[config.mk]
export PLATFORM = sky130hd
export DESIGN_NAME = adc_dual_ch_reader
export DESIGN_NICKNAME = d
export VERILOG_FILES = /design/src/rtl/adc_rd_pkg.sv /design/src/rtl/adc_rd_halfdiv.sv /design/src/rtl/adc_rd_rxshift.sv /design/src/rtl/adc_rd_gap.sv /design/src/rtl/adc_dual_ch_reader.sv
export SDC_FILE = /design/constraint.sdc
export NUM_CORES = 1
export LEC_CHECK = 0
export ABC_AREA = 1
export BUFFER_PORTS_ARGS = -buffer_cell sky130_fd_sc_hd__buf_2
export CAP_MARGIN = 0
export CORE_UTILIZATION = 50
export DETAILED_ROUTE_END_ITERATION = 7
export GPL_TIMING_DRIVEN = 1
export PLACE_DENSITY = 0.7
export RECOVER_POWER = 100
export SKIP_LAST_GASP = 1
export SYNTH_ARGS = -nofsm -noshare
export SYNTH_HDL_FRONTEND = slang
export SYNTH_HIERARCHICAL = 1
export SYNTH_SLANG_ARGS = --single-unit
[constraint.sdc]
create_clock -name clk -period 2.06 [get_ports clk]
set_clock_uncertainty 0.15 [all_clocks]
set_input_delay 0.309 -clock clk [delete_from_list [all_inputs] [get_ports clk]]
set_output_delay 0.309 -clock clk [all_outputs]
set_load 0.01 [all_outputs]
[src/rtl/adc_rd_pkg.sv]
package adc_rd_pkg;

  localparam int FRAME_MAX = 16;
  localparam int SMP_W     = 12;

  typedef enum logic [1:0] {
    ST_IDLE,
    ST_SETUP,
    ST_SHIFT,
    ST_GAP
  } rd_state_t;

  // number of serial-clock falling edges in one frame
  function automatic logic [4:0] frame_edges(input logic wide);
    return wide ? 5'd16 : 5'd14;
  endfunction

  // sample field of the captured frame, right-aligned
  // capture k sits at bit (edges-1-k); the sample starts at capture 2
  function automatic logic [SMP_W-1:0] pick_sample(input logic [FRAME_MAX-1:0] sr,
                                                   input logic wide);
    return wide ? sr[13:2] : {2'b00, sr[11:2]};
  endfunction

  // channel tag, capture 1 of the frame
  function automatic logic pick_tag(input logic [FRAME_MAX-1:0] sr, input logic wide);
    return wide ? sr[14] : sr[12];
  endfunction

endpackage

[src/rtl/adc_rd_halfdiv.sv]
module adc_rd_halfdiv #(
  parameter int HALF_CYC = 5
) (
  input  logic clk,
  input  logic rst,
  input  logic run,
  output logic tick
);
  localparam int CW = $clog2(HALF_CYC + 1);
  localparam logic [CW-1:0] LAST = CW'(HALF_CYC - 1);

  logic [CW-1:0] cnt;

  assign tick = run && (cnt == LAST);

  always_ff @(posedge clk) begin
    if (rst || !run) cnt <= '0;
    else if (tick)   cnt <= '0;
    else             cnt <= cnt + 1'b1;
  end
endmodule

[src/rtl/adc_rd_rxshift.sv]
module adc_rd_rxshift #(
  parameter int DEPTH = 16
) (
  input  logic             clk,
  input  logic             rst,
  input  logic             clr,
  input  logic             shift,
  input  logic             bit_in,
  output logic [DEPTH-1:0] sr
);
  always_ff @(posedge clk) begin
    if (rst || clr) sr <= '0;
    else if (shift) sr <= {sr[DEPTH-2:0], bit_in};
  end
endmodule

[src/rtl/adc_rd_gap.sv]
module adc_rd_gap #(
  parameter int GAP_CYC = 4
) (
  input  logic clk,
  input  logic rst,
  input  logic run,
  output logic done
);
  localparam int CW = $clog2(GAP_CYC + 1);
  localparam logic [CW-1:0] LAST = CW'(GAP_CYC - 1);

  logic [CW-1:0] cnt;

  assign done = run && (cnt == LAST);

  always_ff @(posedge clk) begin
    if (rst || !run || done) cnt <= '0;
    else                     cnt <= cnt + 1'b1;
  end
endmodule

[src/rtl/adc_dual_ch_reader.sv]
module adc_dual_ch_reader
  import adc_rd_pkg::*;
#(
  parameter int HALF_CYC  = 5,
  parameter int QUIET_CYC = 4
) (
  input  logic              clk,
  input  logic              rst,
  input  logic              start,
  input  logic              start_ch,
  input  logic              res12,
  input  logic              dout,
  output logic              cs_n,
  output logic              sclk,
  output logic              din,
  output logic              busy,
  output logic              smp_valid,
  output logic [SMP_W-1:0]  smp_data,
  output logic              smp_ch,
  output logic              ch_mismatch
);

  rd_state_t            st;
  logic                 ch_q;
  logic                 r12_q;
  logic [4:0]           edge_cnt;
  logic [FRAME_MAX-1:0] rx_sr;

  // named events
  logic tick;
  logic gap_done;
  logic start_acc;
  logic fall_evt;
  logic rise_evt;
  logic frame_end;
  logic [4:0] n_edges;

  assign n_edges   = frame_edges(r12_q);
  assign start_acc = (st == ST_IDLE) && start;
  assign fall_evt  = tick && ((st == ST_SETUP) || ((st == ST_SHIFT) && sclk));
  assign rise_evt  = tick && (st == ST_SHIFT) && !sclk;
  assign frame_end = rise_evt && (edge_cnt == n_edges);

  adc_rd_halfdiv #(.HALF_CYC(HALF_CYC)) u_div (
    .clk  (clk),
    .rst  (rst),
    .run  ((st == ST_SETUP) || (st == ST_SHIFT)),
    .tick (tick)
  );

  adc_rd_rxshift #(.DEPTH(FRAME_MAX)) u_rx (
    .clk    (clk),
    .rst    (rst),
    .clr    (start_acc),
    .shift  (fall_evt),
    .bit_in (dout),
    .sr     (rx_sr)
  );

  adc_rd_gap #(.GAP_CYC(QUIET_CYC)) u_gap (
    .clk  (clk),
    .rst  (rst),
    .run  (st == ST_GAP),
    .done (gap_done)
  );

  always_ff @(posedge clk) begin
    if (rst) begin
      st          <= ST_IDLE;
      cs_n        <= 1'b1;
      sclk        <= 1'b1;
      din         <= 1'b0;
      busy        <= 1'b0;
      smp_valid   <= 1'b0;
      smp_data    <= '0;
      smp_ch      <= 1'b0;
      ch_mismatch <= 1'b0;
      ch_q        <= 1'b0;
      r12_q       <= 1'b0;
      edge_cnt    <= '0;
    end else begin
      smp_valid <= 1'b0;
      unique case (st)
        ST_IDLE: begin
          if (start_acc) begin
            st       <= ST_SETUP;
            cs_n     <= 1'b0;
            busy     <= 1'b1;
            ch_q     <= start_ch;
            r12_q    <= res12;
            edge_cnt <= '0;
          end
        end
        ST_SETUP: begin
          if (fall_evt) begin
            sclk     <= 1'b0;
            edge_cnt <= 5'd1;
            st       <= ST_SHIFT;
          end
        end
        ST_SHIFT: begin
          if (rise_evt) begin
            sclk <= 1'b1;
            din  <= (edge_cnt == 5'd1) ? ch_q : 1'b0;
            if (frame_end) begin
              cs_n        <= 1'b1;
              smp_valid   <= 1'b1;
              smp_data    <= pick_sample(rx_sr, r12_q);
              smp_ch      <= pick_tag(rx_sr, r12_q);
              ch_mismatch <= pick_tag(rx_sr, r12_q) != ch_q;
              st          <= ST_GAP;
            end
          end else if (fall_evt) begin
            sclk     <= 1'b0;
            edge_cnt <= edge_cnt + 5'd1;
          end
        end
        ST_GAP: begin
          if (gap_done) begin
            busy <= 1'b0;
            st   <= ST_IDLE;
          end
        end
        default: st <= ST_IDLE;
      endcase
    end
  end

endmodule

=== Word level (Yosys, flattened, before mapping) ===
Index checks and enable logic that the tools add are counted.
Widths: inputs -> output; s select.

* Logic and storage cells: 92
* Input bits: 6
* Register bits after elaboration: 49
* Output and inout bits: 19

* Equal/unequal tests: 15
* Bitwise gates (word level): 2
* $add $sub $neg: 3
* Mux-type cells: 26
* Reduce and logical (&&, ||, !) cells: 31

{| class="wikitable"
|+ Operator list
! kind !! count
|-
| $mux 5 || 5
|-
| $pmux 5 s3 || 1
|-
| $mux 12 || 1
|-
| $ne 2x2->1 const B || 6
|-
| $mux 1 || 10
|-
| $mux 2 || 5
|-
| $reduce_and 5->1 || 2
|-
| $logic_and 1x1->1 || 8
|-
| $pmux 2 s4 || 1
|-
| $add 3x1->3 const B || 2
|-
| $logic_or 1x1->1 || 6
|-
| $pmux 1 s2 || 3
|-
| $reduce_and 3->1 || 2
|-
| $reduce_bool 2->1 || 3
|-
| $add 5x1->5 const B || 1
|-
| $eq 5x1->1 const B || 1
|-
| $eq 5x5->1 || 1
|-
| $eq 2x2->1 const B || 2
|-
| $reduce_and 2->1 || 2
|-
| $reduce_and 4->1 || 1
|-
| $eq 3x2->1 const B || 1
|-
| $eq 3x3->1 const B || 1
|-
| $logic_not 1->1 || 3
|-
| $reduce_bool 3->1 || 1
|-
| 7 further kinds || 8
|}

=== Depth between registers and ports, before layout ===
Gate-level depths: netlist (run 1).

* Word-level depth: 9
* Gate-level depth with buffers: 12
* Mapped depth without buffers: 12

=== Cells and area by module ===
The synthesis (run 1) kept the hierarchy.

{| class="wikitable"
|+ By module, submodules not included
! module !! times used !! cells each !! area an instance (um2) !! seq. area each (um2)
|-
| adc_dual_ch_reader || 1 || 198 || 1391.3 || 560.5
|-
| adc_rd_rxshift || 1 || 101 || 695.7 || 320.3
|-
| adc_rd_halfdiv || 1 || 21 || 147.6 || 60.1
|-
| adc_rd_gap || 1 || 15 || 128.9 || 60.1
|}

=== Worst setup path before layout (run 1) ===
Ideal clock, no wire load.

* Path kind: register to register
* From: reg st[1]
* To: reg smp_data[0]
* Arrival time: 1.645 ns
* Data required time: 1.797 ns
* Path buffers: 1
* Period minus slack after synthesis: 1.908 ns
* Stages on the path, launching flop included: 11
* Path slack: 0.152 ns
* Library setup time: 0.113 ns
* Cell sequence: dfxtp_1 -> inv_1 -> ha_1 -> inv_1 -> nor2_1 -> nand3b_1 -> nor2_2 -> nand2_4 -> buf_6 -> o21ai_1 -> nor2_1

* Word-level cells in the longest chain between the ends: 7
* Elaborated cells on any way between the ends: 8
* Classes of those cells: eq/ne (2); reduce/logical (6)

{| class="wikitable"
|+ Ends and longest elaborated chain
! item !! RTL line !! source
|-
| start: declaration || adc_dual_ch_reader.sv:23 || <nowiki>rd_state_t st;</nowiki>
|-
| start signal: assignment || adc_dual_ch_reader.sv:69 || <nowiki>st <= ST_IDLE;</nowiki>
|-
| start signal: assignment || adc_dual_ch_reader.sv:86 || <nowiki>st <= ST_SETUP;</nowiki>
|-
| start signal: assignment || adc_dual_ch_reader.sv:98 || <nowiki>st <= ST_SHIFT;</nowiki>
|-
| $eq 2x1->1 / $eq 2x2->1 (equally long branches) || adc_dual_ch_reader.sv:47 || <nowiki>.run ((st == ST_SETUP) || (st == ST_SHIFT)),</nowiki>
|-
| $logic_or 1x1->1 * || adc_dual_ch_reader.sv:47 ||
|-
| $logic_and 1x1->1 * || adc_rd_halfdiv.sv:14 || <nowiki>assign tick = run && (cnt == LAST);</nowiki>
|-
| named net tick || adc_dual_ch_reader.sv:30 || <nowiki>logic tick;</nowiki>
|-
| $logic_and 1x1->1 * (2 in a row) || adc_dual_ch_reader.sv:41 || <nowiki>assign rise_evt = tick && (st == ST_SHIFT) && !sclk;</nowiki>
|-
| $logic_and 1x1->1 || adc_dual_ch_reader.sv:42 || <nowiki>assign frame_end = rise_evt && (edge_cnt == n_edges);</nowiki>
|-
| $reduce_and 3->1 (no line) * || - ||
|-
| end signal: assignment || adc_dual_ch_reader.sv:108 || <nowiki>smp_data <= pick_sample(rx_sr, r12_q);</nowiki>
|-
| end: declaration || adc_dual_ch_reader.sv:18 || <nowiki>output logic [SMP_W-1:0] smp_data,</nowiki>
|}

Mark *: on every way through the listed nets, which the timed path passes. The rest lies on a longest branch.
A chain may end at the register's enable or synchronous reset.

=== Final worst setup path (run 1) ===
* From: reg st[1]
* To: reg st[0]

* Word-level cells in the longest chain between the ends: 8
* Elaborated cells on any way between the ends: 21
* Classes of those cells: eq/ne (8); mux (1); reduce/logical (12)

{| class="wikitable"
|+ Ends and longest elaborated chain
! item !! RTL line
|-
| $eq 2x1->1 / $eq 2x2->1 (equally long branches) || adc_dual_ch_reader.sv:47
|-
| $logic_or 1x1->1 * || adc_dual_ch_reader.sv:47
|-
| $logic_and 1x1->1 * || adc_rd_halfdiv.sv:14
|-
| named net tick || adc_dual_ch_reader.sv:30
|-
| $logic_and 1x1->1 (2 in a row) || adc_dual_ch_reader.sv:41
|-
| $logic_and 1x1->1 || adc_dual_ch_reader.sv:42
|-
| $ne 2x2->1 (no line) || -
|-
| $reduce_and 5->1 (no line) * || -
|}

Marked as above.

==> results of run 1 <==
[layout make-up]
class                           instances  area [µm²]
Tap cell                               52        65.1
Clock buffer                            5        68.8
Fill cell                             412        1720
Multi-Input combinational cell        225        1160
Clock inverter                          3        25.0
Inverter                               47         184
Sequential cell                        49         983
Timing Repair Buffer                   34         196
Timing Repair inverter                  1        6.26
[metal layers]
| layer | global-route usage | up-vias |
|---|---|---|
| li1 | - | 1080 |
| met1 | 0.256 | 914 |
| met2 | 0.291 | 55 |
| met3 | 0.0433 | 7 |
| met4 | 0.0600 | 0 |
| met5 | 0 | - |
[state kept, by name, indices dropped and copies added, names as in the netlist]
register     cells
sclk             1
edge_cnt         5
smp_ch           1
cs_n             1
u_gap/cnt        3
st               2
u_rx/sr         15
smp_valid        1
busy             1
smp_data        12
din              1
ch_q             1
r12_q            1
ch_mismatch      1
u_div/cnt        3
[power groups by stage]
stage	sequential [mW]	combinational (mW)	clock, mW
2_1_floorplan	1.09	0.501	0
3_3_place_gp	1.11	0.639	0
3_5_place_dp	1.10	0.651	0
4_1_cts	1.08	0.657	0.625
5_1_grt	1.10	0.836	0.655
6_report	1.09	0.749	0.606
[tightest hold or removal path: cells and delay by family]
kind / cells / cell delay [ns]
AO/OA/AOI/OAI: 1 / 0.07
buffers and inverters: 1 / 0.08
AND/OR/NAND/NOR: 1 / 0.08
[worst paths after layout]
kind                 from      endpoint  slack [ns]  cells past startpoint
max                 st[1]         st[0]        0.08                     10
min                 res12         r12_q        0.12                      3
max reg2reg         st[1]         st[0]        0.08                     10
min reg2reg  u_gap/cnt[0]  u_gap/cnt[0]        0.27                      1
[cells in the final DEF (no fill, tap or decap), types with 3 or more instances in the layout]
cell / count
a21oi_1: 9
buf_2: 5
buf_4: 8
clkbuf_1: 19
clkbuf_8: 5
dfxtp_1: 47
ha_1: 8
inv_1: 43
nand2_1: 68
nand2_2: 3
nand2_4: 4
nand3_1: 13
nand4_1: 4
nor2_1: 65
nor2_2: 12
nor2_4: 3
nor3_1: 3
o21ai_0: 13
o21ai_1: 8
[what timing repair did]
action,CTS,global route
setup buffers,0,3
gates cloned,0,3
setup endpoints to repair,3,22
pin swaps,0,4
gates resized for setup,1,18
==> impl_metrics.tcl, run 1 <==
set metrics [dict create \
    syn_area_um2 2320 \
    drc_errors 0 \
    antenna_found_initial 0 \
    powerDensity_nw_per_um2 910 \
    grt_pass1_vias 1715 \
    syn_to_final_growth_pct 15.7 \
    clk_latency_ns 0.31 \
    hold_viol 0 \
    grt.overflow.total 0 \
    p_int_mw 1.55 \
    avgSynthCellArea_um2 7.07 \
    cts_tree "done" \
    critPathMaxFanout 5 \
    drive_gt1_frac 0.159 \
    post-route-cell-area_um2 2690 \
    power_mw 2.45 \
    critPathRequiredTime_ns 2.13 \
    crit_path_start_kind "flip-flop" \
    post-dp-hpwl_um 3200 \
    dr.pass1.iters 4 \
    post-route-util 0.609 \
    final_cell_count_no_fill 416 \
    syn_inst 329 \
    ir_worst_vdd_mv 0.478 \
    maxCapViolCount 0 \
    worst_slew_pin_slew_ns 0.652 \
    path_clk_slew_ns 0.10 \
    critPathArrivalTime_ns 2.05 \
    p_sw_uw 900 \
    wl_per_cell_um 11.3 \
    syn_nets 345 \
    post-place-ws_ns -0.000946 \
    total_leakage_power_nw 1.10 \
    path_delay_family "simple AND/OR/NAND/NOR gates" \
    met1_length_um 2330 \
    rows 24 \
    placed_cells 402 \
    numClockSinks 49 \
    combPwrFrac 0.306 \
    slew_violations 0 \
    finalCriticalPeriod_ns 1.98 \
    seqPwrFrac 0.446 \
    core_um2 4410 \
    layout_setup_ws_ns 0.0841 \
    clk_path_buf_depth 2 \
    yosysWarnings 6 \
    wirelength_um 4700 \
    holdWs_ns 0.116 \
    top_layer_used "met4" \
    sw_frac_of_total 0.368 \
    setup_violations 0 \
    crit_type "reg -> reg" \
    crit_chain "inv_1 > ha_4 > inv_1 > nor2_4 > nand3b_1 > nor2_4 > nand2_8 > nand2_4 > nand2_1 > a21oi_2" \
    fin_tns_setup_ns 0 \
    endpoint_kind "flip-flop" \
    grt_pass1_wl_um 7410 \
    nets 379 \
    die_height_um 70.2 \
    gp_congestion 0.898 \
    dieWidth_um 70.2 \
    numCtsBuffers 5 \
    grt_max_degree 31 \
    dr_total_vias 2056 \
    track_usage 0.187 \
    viasPerCell 4.94 \
    clockPowerShare 0.248 \
    floorplan.initialDensity 0.527 \
    routed-wl-met3_um 250 \
    drtAntennaViolNets 0 \
    ios 25 \
    critical_path_buf_inv_count 2 \
    status "finished clean" \
    cp_slowest_cell "dfxtp_2" \
    slowest_delay_ns 0.34 \
    slew_headroom 0.565 \
    insertedDiodeCount 0 \
    hold_buffers 0 \
    cts_root_buf "clkbuf_8" \
    timing.fmax_mhz 506 \
    routed-wl-met2_um 2070 \
    hold_path_class "in -> reg" \
    grt_setup_unrepaired "yes" \
    cts.htree.levels 2 \
    place_area_um2 2490 \
    final.period_utilization 0.959 \
    drt_iter0_drc 141 \
    io_buffers 24 \
    dieArea_um2 4930 \
]
Power figures use the tool's default switching activity.
==> run 2, diff against run 1 <==
--- a/config.mk
+++ b/config.mk
@@ -11,8 +11,8 @@
 export CORE_UTILIZATION = 50
 export DETAILED_ROUTE_END_ITERATION = 7
 export GPL_TIMING_DRIVEN = 1
-export PLACE_DENSITY = 0.7
-export RECOVER_POWER = 100
+export PLACE_DENSITY = 0.72
+export RECOVER_POWER = 50
 export SKIP_LAST_GASP = 1
 export SYNTH_ARGS = -nofsm -noshare
 export SYNTH_HDL_FRONTEND = slang
==> constraint.sdc (replaced) <==
create_clock -name clk -period 1.8 [get_ports clk]
set_clock_uncertainty 0.15 [all_clocks]
set_input_delay 0.27 -clock clk [delete_from_list [all_inputs] [get_ports clk]]
set_output_delay 0.27 -clock clk [all_outputs]
set_load 0.01 [all_outputs]
==> impl_metrics.tcl, run 2 (synthesis results as in run 1) <==
set metrics [dict create \
    status "complete, but fails checks" \
    violations "negative setup slack" \
    final_cell_count_no_fill 425 \
    slew_headroom 0.680 \
    nets 388 \
    grt_max_degree 31 \
    holdWs_ns 0.0673 \
    post-place-ws_ns -0.0987 \
    r2r_slack_ns -0.04 \
    endpoint_kind "flip-flop" \
    grt_util_met2 0.330 \
    largest_reg_flops 15 \
    syn_to_final_growth_pct 23.3 \
    hold_path_class "in -> reg" \
    track_usage 0.201 \
    cts_root_buf "clkbuf_8" \
    layout_setup_ws_ns -0.0426 \
    grt_setup_unrepaired "yes" \
    placed_cells 408 \
    r2r_cells 10 \
    numClockSinks 49 \
    critPathCapture "smp_data[3]" \
    path_clk_slew_ns 0.10 \
    numCtsBuffers 5 \
    clk_path_buf_depth 2 \
    fin_tns_setup_ns -0.146 \
    rows 24 \
    dieArea_um2 4930 \
    clk_latency_ns 0.31 \
    finalCriticalPeriod_ns 1.84 \
    r2r_start "st[0]" \
    grt_pass1_vias 1907 \
    combPwrFrac 0.330 \
    power_mw 3.05 \
    p_sw_mw 1.06 \
    crit_type "reg -> reg" \
    die_height_um 70.2 \
    largest_registers "u_rx/sr (15), smp_data (12), edge_cnt (5)" \
    dieWidth_um 70.2 \
    worst_slew_pin_slew_ns 0.476 \
    setup_violations 7 \
    p_int_mw 1.99 \
    sw_frac_of_total 0.347 \
    crit_path_start "st[0]" \
    grtUsageMet3 0.0462 \
    drive_gt1_frac 0.273 \
    final_common_cell "nand2_1" \
    cts.htree.levels 2 \
    wirelength_um 4820 \
    antenna_found_initial 0 \
    critPathArrivalTime_ns 1.91 \
    gp_congestion 0.860 \
    min_path_cells 3 \
    largest-register "u_rx/sr" \
    viasPerCell 4.92 \
    drtAntennaViolNets 0 \
    grt.overflow.total 0 \
    dr_total_vias 2091 \
    layout_common_cells "64 x nand2_1, 63 x nor2_1, 46 x dfxtp_1, 38 x inv_1, 21 x buf_2" \
    cts_tree "done" \
    grt.met1_usage 0.257 \
    r2r_end "smp_data[3]" \
    ios 25 \
    wl_per_cell_um 11.3 \
    post-route-cell-area_um2 2870 \
    critPathRequiredTime_ns 1.87 \
    post-route-util 0.649 \
    core_um2 4410 \
    dr.pass1.iters 5 \
    hold_viol 0 \
    drt_iter0_drc 154 \
    critPathMaxFanout 4 \
    place_area_um2 2560 \
    timing.fmax_mhz 543 \
    grt_pass1_wl_um 7990 \
    slew_violations 0 \
    seqPwrFrac 0.405 \
    total_leakage_power_nw 1.22 \
    final.period_utilization 1.02 \
    ir_worst_vdd_mv 0.756 \
    clockPowerShare 0.266 \
    gr-max-usage-layer "met2" \
    drc_errors 0 \
    powerDensity_nw_per_um2 1060 \
    post-dp-hpwl_um 3180 \
    floorplan.initialDensity 0.527 \
    io_buffers 24 \
    maxCapViolCount 0 \
    hold_buffers 0 \
    crit_path_start_kind "flip-flop" \
    insertedDiodeCount 0 \
]
## run 2: final cells by class
| type | count | area (µm²) |
|---|---|---|
| Clock buffer | 5 | 68.8 |
| Clock inverter | 3 | 46.3 |
| Fill cell | 379 | 1550 |
| Inverter | 47 | 186 |
| Multi-Input combinational cell | 225 | 1210 |
| Sequential cell | 49 | 985 |
| Tap cell | 52 | 65.1 |
| Timing Repair Buffer | 43 | 297 |
| Timing Repair inverter | 1 | 11.3 |
## run 2: power groups by stage
stage          clock network, mW  registers [mW]  logic [mW]
5_1_grt                    0.867            1.25        1.13
4_1_cts                    0.826            1.23       0.907
3_5_place_dp                   0            1.26       0.867
2_1_floorplan                  0            1.26       0.604
6_report                   0.810            1.23        1.00
3_3_place_gp                   0            1.25       0.854
## run 2: routing by layer
| layer | vias up | wire [µm] |
|---|---|---|
| li1 | 1100 | - |
| met1 | 925 | 2210 |
| met2 | 60 | 2240 |
| met3 | 6 | 293 |
| met4 | 0 | 73 |
| met5 | - | 0 |
## run 2: what timing repair did
action | CTS | global route
pin swaps | 4 | 10
buffers inserted | 3 | 2
gates resized for setup | 9 | 31
cloned | 3 | 1
endpoints found under the setup margin | 22 | 38
## run 2: worst max-delay path: stages (launching register included)
cell and delay, ns:
dfxtp_2 0.34, inv_2 0.05, ha_4 0.26, inv_2 0.04
nor2_4 0.12, nand3b_1 0.15, nor2_4 0.22, buf_6 0.15
nand2_8 0.07, o21ai_2 0.15, nor2_1 0.06
## run 2: worst min path at each step
stage,startpoint,to
floorplan,rst,busy
global placement,u_gap/cnt[0],u_gap/cnt[0]
detailed placement,u_gap/cnt[0],u_gap/cnt[0]
CTS,res12,r12_q
global route,res12,r12_q
finish,res12,r12_q
